==> src/rtl/jphase_pkg.sv <==
package jphase_pkg;

    // Kind of update chosen for the next register value
    typedef enum logic [1:0] {
        STEP_HOLD    = 2'd0,
        STEP_SHIFT   = 2'd1,
        STEP_RECOVER = 2'd2,
        STEP_RESET   = 2'd3
    } step_e;

endpackage

==> src/rtl/jphase_legal.sv <==
module jphase_legal #(
    parameter int WIDTH = 4
) (
    input  logic [WIDTH-1:0] ring,
    output logic             legal
);
    localparam int NEDGE = WIDTH - 1;

    // One flag per neighbouring pair whose bits differ
    logic [NEDGE-1:0] diff;

    for (genvar i = 1; i < WIDTH; i++) begin : g_edge
        assign diff[i-1] = ring[i] ^ ring[i-1];
    end

    // Legal when there is at most one boundary along the register
    always_comb begin
        legal = $onehot0(diff);
    end

endmodule

==> src/rtl/jphase_core.sv <==
module jphase_core
    import jphase_pkg::*;
#(
    parameter int WIDTH = 4
) (
    input  logic             clk,
    input  logic             rst,
    input  logic             adv,
    input  logic             legal,
    output logic [WIDTH-1:0] ring
);
    typedef struct packed {
        logic [WIDTH-1:0] ring;
    } state_t;

    state_t state_d, state_q;
    step_e  step;

    always_comb begin
        state_d = state_q;
        if (rst) begin
            step = STEP_RESET;
        end else if (!adv) begin
            step = STEP_HOLD;
        end else if (!legal) begin
            step = STEP_RECOVER;
        end else begin
            step = STEP_SHIFT;
        end

        unique case (step)
            STEP_RESET,
            STEP_RECOVER: state_d.ring = '0;
            STEP_SHIFT:   state_d.ring = {~state_q.ring[0], state_q.ring[WIDTH-1:1]};
            default:      state_d.ring = state_q.ring;
        endcase
    end

    always_ff @(posedge clk) begin
        state_q <= state_d;
    end

    assign ring = state_q.ring;

    AST_HOLD_IDLE: assert property (@(posedge clk) disable iff (rst)
        !adv |=> $stable(ring)) else $error("hold failed");

    AST_ONE_BIT_STEP: assert property (@(posedge clk) disable iff (rst)
        (adv && legal) |=> ($countones(ring ^ $past(ring)) == 1)) else $error("step flipped other than one bit");

    AST_RECOVER_ZERO: assert property (@(posedge clk) disable iff (rst)
        (adv && !legal) |=> (ring == '0)) else $error("no recovery to zero");

endmodule

==> src/rtl/jphase_decode.sv <==
module jphase_decode #(
    parameter int WIDTH = 4
) (
    input  logic               clk,
    input  logic               rst,
    input  logic               adv,
    input  logic [WIDTH-1:0]   ring,
    input  logic               legal,
    output logic [2*WIDTH-1:0] phase
);
    localparam int NPH = 2 * WIDTH;

    logic [NPH-1:0] raw;

    // Ends of the sequence: empty and full register
    assign raw[0]     = ~ring[WIDTH-1] & ~ring[0];
    assign raw[WIDTH] =  ring[WIDTH-1] &  ring[0];

    // Filling and emptying states: one gate on the boundary pair
    for (genvar k = 1; k < WIDTH; k++) begin : g_pair
        assign raw[k]       =  ring[WIDTH-k] & ~ring[WIDTH-k-1];
        assign raw[WIDTH+k] = ~ring[WIDTH-k] &  ring[WIDTH-k-1];
    end

    always_comb begin
        phase = legal ? raw : '0;
    end

    AST_PHASE_SINGLE: assert property (@(posedge clk) disable iff (rst)
        legal |-> $onehot(phase)) else $error("legal state without single phase");

    AST_PHASE_NO_OVERLAP: assert property (@(posedge clk) disable iff (rst)
        $onehot0(phase)) else $error("phases overlap");

    AST_PHASE_WRAP: assert property (@(posedge clk) disable iff (rst)
        (adv && legal && phase[NPH-1]) |=> phase[0]) else $error("last phase did not wrap");

endmodule

==> src/rtl/jphase_gen.sv <==
module jphase_gen #(
    parameter int WIDTH = 4
) (
    input  logic               clk,
    input  logic               rst,
    input  logic               adv,
    output logic [WIDTH-1:0]   count,
    output logic [2*WIDTH-1:0] phase,
    output logic               bad_state
);
    logic [WIDTH-1:0] ring;
    logic             legal;

    jphase_core #(.WIDTH(WIDTH)) u_core (
        .clk   (clk),
        .rst   (rst),
        .adv   (adv),
        .legal (legal),
        .ring  (ring)
    );

    jphase_legal #(.WIDTH(WIDTH)) u_legal (
        .ring  (ring),
        .legal (legal)
    );

    jphase_decode #(.WIDTH(WIDTH)) u_decode (
        .clk   (clk),
        .rst   (rst),
        .adv   (adv),
        .ring  (ring),
        .legal (legal),
        .phase (phase)
    );

    assign count     = ring;
    assign bad_state = ~legal;

    AST_ONE_EDGE_RECOVERY: assert property (@(posedge clk) disable iff (rst)
        (adv && bad_state) |=> !bad_state) else $error("still illegal after enabled edge");

    AST_ILLEGAL_HELD: assert property (@(posedge clk) disable iff (rst)
        (!adv && bad_state) |=> bad_state) else $error("illegal value left without enable");

endmodule

==> config.mk <==
export PLATFORM = sky130hd
export DESIGN_NAME = jphase_gen
export DESIGN_NICKNAME = d
export VERILOG_FILES = /design/src/rtl/jphase_pkg.sv /design/src/rtl/jphase_legal.sv /design/src/rtl/jphase_core.sv /design/src/rtl/jphase_decode.sv /design/src/rtl/jphase_gen.sv
export SDC_FILE = /design/constraint.sdc
export NUM_CORES = 1
export LEC_CHECK = 0
export BUFFER_PORTS_ARGS = -buffer_cell sky130_fd_sc_hd__buf_2
export CAP_MARGIN = 20
export CORE_AREA = 2 2 39 41
export DETAILED_ROUTE_END_ITERATION = 10
export DIE_AREA = 0 0 41 43
export GPL_TIMING_DRIVEN = 0
export PLACE_DENSITY = 0.63
export SYNTH_ARGS = -nofsm -noshare
export SYNTH_HDL_FRONTEND = slang
export SYNTH_SLANG_ARGS = --single-unit
==> constraint.sdc <==
create_clock -name clk -period 1.9 [get_ports clk]
set_input_delay 0.285 -clock clk [delete_from_list [all_inputs] [get_ports clk]]
set_output_delay 0.285 -clock clk [all_outputs]
set_load 0.02 [all_outputs]
* Word level (Yosys, flattened, before mapping)
Cells that the tools add are included.
** Word-level totals
- Flip-flop bits (word level) :: 4
- Output and inout port bits :: 13
- Word-level logic and storage cells :: 30
** Cells by class
- $add $sub $neg :: 2
- Magnitude comparators :: 1
- Equal/unequal tests :: 3
- Muxes and demuxes :: 5
- Bitwise logic cells :: 16
- Reduce and logical (&&, ||, !) cells :: 2
** Operators with widths (number)
- $and 1x1->1 :: 8
- $mux 8 :: 1
- $pmux 4 s2 :: 1
- $mux 2 :: 3
- $not 1->1 :: 5
- $eq 2x2->1 const B :: 2
- $xor 1x1->1 :: 3
- $add 1x1->2 :: 1
- $add 2x1->2 :: 1
- $eq 2x1->1 const B :: 1
- $le 2x1->1 const B :: 1
- $reduce_bool 2->1 :: 1
- $reduce_or 2->1 :: 1

* Longest topological paths before layout
- Depth after elaboration :: 10
- Gate-level depth with buffers :: 7
- Gate-level depth less buffers :: 6

* Cells and area by module
Synthesis repeated with hierarchy kept, for this count alone.
** Unflattened totals
- Cell total of the unflattened synthesis :: 23
- Area, all modules :: 287.8 um^2
** By module, submodules not included
- jphase_core :: times used 1, cells each 9, area each 168.9 um^2, sequential area each 120.1 um^2
- jphase_decode :: times used 1, cells each 8, area each 71.3 um^2, sequential area each 0.0 um^2
- jphase_legal :: times used 1, cells each 5, area each 43.8 um^2, sequential area each 0.0 um^2
- jphase_gen :: times used 1, cells each 1, area each 3.8 um^2, sequential area each 0.0 um^2

* Least setup slack after synthesis
No wires, ideal clock.
- Path kind :: reg-to-output
- Start :: register u_core.state_q (netlist bit u_core.ring[2])
- End :: output port phase[0]
- Data arrival time :: 1.864 ns
- Required time :: 1.615 ns
- Setup slack :: -0.249 ns
- Cell stages (with the launch flop) :: 8
- Buffers on the path :: 1
- Cells stage by stage :: edfxtp_1 -> inv_1 -> ha_1 -> inv_1 -> ha_1 -> nor2b_4 -> buf_12 -> nor4_2
** Between the ends
- Cells in the longest elaborated chain, start to end :: 5
- Elaborated cells between the ends (all ways) :: 6
- Those cells by class :: add/sub (2); order compare (1); mux (1); bitwise (2)
** Ends and longest elaborated chain
- start: declaration :: line jphase_core.sv:16 : state_t state_d, state_q;
- start signal: assignment :: line jphase_core.sv:40 : state_q <= state_d;
- $xor 1x1->1 :: line jphase_legal.sv:13 : assign diff[i-1] = ring[i] ^ ring[i-1];
- $add 1x1->2 (implied by the code) :: line jphase_legal.sv:18 : legal = $onehot0(diff);
- $add 2x1->2 (implied by the code) * :: line jphase_legal.sv:18
- $le 2x1->1 (implied by the code) * :: line jphase_legal.sv:18
- $mux 8 * :: line jphase_decode.sv:26 : phase = legal ? raw : '0;
- end: declaration :: line jphase_gen.sv:8 : output logic [2*WIDTH-1:0] phase,
Every way passes the cells marked *; elsewhere a longest branch is shown, timed or not.

* Final worst setup path
- Start :: register u_core.state_q (netlist bit u_core.ring[0])
- End :: output port phase[2]
** Between the ends
- Cells in the longest elaborated chain, start to end :: 5
** Ends and longest elaborated chain (line)
- $xor 1x1->1 :: jphase_legal.sv:13
- $add 1x1->2 (implied by the code) :: jphase_legal.sv:18
- $add 2x1->2 (implied by the code) :: jphase_legal.sv:18
- $le 2x1->1 (implied by the code) :: jphase_legal.sv:18
- $mux 8 :: jphase_decode.sv:26
No other way between the ends.

==> results.json <==
{
  "cts_tree": "done",
  "h-tree-depth": 1,
  "yosysTopAreaCell": "edfxtp_1",
  "antenna_cells": 0,
  "antenna_found_initial": 0,
  "period_share": 1.10,
  "row_count": 14,
  "cp_slowest_cell": "edfxtp_1",
  "clock_path_buffers": 2,
  "layout_setup_ws_ps": -195,
  "grt_overflow": 0,
  "power.density_nw_per_um2": 682,
  "max_cap_violations": 0,
  "fmax_ghz": 0.477,
  "start_kind": "flop",
  "rsz0062_at_grt": "true",
  "yosysTopAreaCellShare": 0.263,
  "num_vias": 365,
  "slew_violations": 0,
  "cp_max_fo": 9,
  "synthCells": 35,
  "dp_hpwl_microns": 656,
  "cp_num_buf_inv": 4,
  "synth-seq-cells": 4,
  "syn-cell-area_sq_um": 457,
  "seq_area_frac_synth": 0.263,
  "status": "finished with violations",
  "largest_register_ffs": 4,
  "ys_top_cells_by_area": "edfxtp_1 (26%), ha_1 (19%), nor3b_2 (16%)",
  "relSlewSlack": 0.827,
  "fin_nets": 73,
  "dieArea_sq_um": 1760,
  "power.total_uw": 529,
  "leakage_nw": 0.329,
  "layout-drive-gt1-share": 0.803,
  "whs_ps": 410,
  "syn_avg_cell_area_sq_um": 13.0,
  "worstPathRequired_ps": 1620,
  "worst-path-stages": 8,
  "initial_core_util": 0.330,
  "endpoint_kind": "primary output",
  "syn_nets": 45,
  "chipWidth_microns": 41,
  "yosysWarnings": 0,
  "whs_path_depth": 2,
  "min_path_type": "input pin to flop",
  "clk_root_buffer_cell": "clkbuf_4",
  "violations": "negative setup slack",
  "final_util": 0.561,
  "worstPathArrival_ps": 1810,
  "io_buffers": 15,
  "grt_pass1_vias": 332,
  "place_congestion": 0.675,
  "dr.first_iter.drc_count": 4,
  "ant_nets": 0,
  "finalHoldViolations": 0,
  "worst_pin_slew_ps": 257,
  "setup_viol": 9,
  "ios": 16,
  "fin_skew_ps": 2.84,
  "drt-total-wl_microns": 959,
  "vias_per_cell": 4.74,
  "cts_sinks": 4,
  "clk_latency_ps": 240,
  "drc_errors": 0,
  "clkTransAtPathRegs_ps": 40,
  "fin_crit_ps": 2090,
  "path_cells": "inv_2 -> ha_4 -> inv_2 -> ha_4 -> nor2b_4 -> buf_12 -> nor3b_4 -> buf_6",
  "grt_pass1_wl_microns": 1430,
  "first_pass_iters": 2,
  "grt_max_degree": 11,
  "avgRoutedWirePerCell_microns": 12.5,
  "path_delay_family": "buffers and inverters",
  "slowest_delay_ps": 410,
  "dieHeight_microns": 43,
  "synth_cell_types": 12,
  "rr_worst_depth": 7,
  "peakVddDrop_mv": 0.301,
  "crit_type": "flop to primary output",
  "cts_buffers": 3,
  "grt_usage": 0.128,
  "core_sq_um": 1380,
  "areaGrowthSynthToFinish_pct": 69.9
}
## power breakdown
| group | switching [mW] | internal, mW |
|---|---|---|
| clock network | 0.0357 | 0.0707 |
| logic | 0.159 | 0.152 |
| registers | 0.00622 | 0.106 |
## synthesized netlist by cell type (all sizes together)
master and number:
ha 7, inv 6, nor3b 6, nor4 6, edfxtp 4, buf 2, or2 2, nand2b 1
nor2b 1
## final timing paths
kind | from | to | slack (ps)
setup / recovery | u_core.ring[0] | phase[2] | -190
hold / removal | rst | u_core.ring[0] | 410
setup reg to reg | u_core.ring[1] | u_core.ring[2] | 90
hold reg to reg | u_core.ring[0] | u_core.ring[3] | 750
## logic make-up after synthesis
family / Yosys count / synth area share
buffers and inverters: 8 / 0.118
AND/OR/NAND/NOR: 16 / 0.427
adder cells (fa/ha/maj): 7 / 0.192
flip-flops: 4 / 0.263
## layout by cell type, fill, tap and decap left out
master,n
ha_4,3
edfxtp_1,4
buf_12,1
ha_1,4
inv_1,2
nor4_4,4
buf_2,6
buf_6,8
nor2b_4,1
nand2b_4,1
clkbuf_4,3
nor3b_4,6
inv_2,4
nor4_1,2
or2_2,2
buf_4,10
## metrics by stage
step / setup TNS (ps) / instances / area, sq um / setup slack, ps
final: -1640 / 77 / 776 / -195
after global placement: -700 / 66 / 632 / -101
after detailed placement: -823 / 66 / 632 / -115
after global routing: -2240 / 77 / 776 / -271
after floorplan: -769 / 35 / 537 / -113
after CTS: -1780 / 76 / 749 / -220
## area by class of cell
type,count,area [sq um]
inverters,6,22.5
repair buffers,23,184
clock buffers,3,22.5
multi-input cells,23,375
fillers,122,608
well taps,16,20.0
plain buffers,2,31.3
flip-flops and latches,4,120
## per-layer routing
metal,up-vias,track usage,part of all wire
li1,178,-,-
met1,168,0.150,0.40
met2,15,0.197,0.50
met3,4,0.0157,0.062
met4,0,0.100,0.033
met5,-,0,0
## timing repair
| item | CTS | global route |
|---|---|---|
| setup endpoints to repair | 9 | 9 |
| cloned | 0 | 0 |
| gates resized for setup | 14 | 3 |
| setup buffers | 7 | 1 |
| hold buffers | 0 | 0 |
| pin swaps | 0 | 1 |
Power figures use the tool's default switching activity.
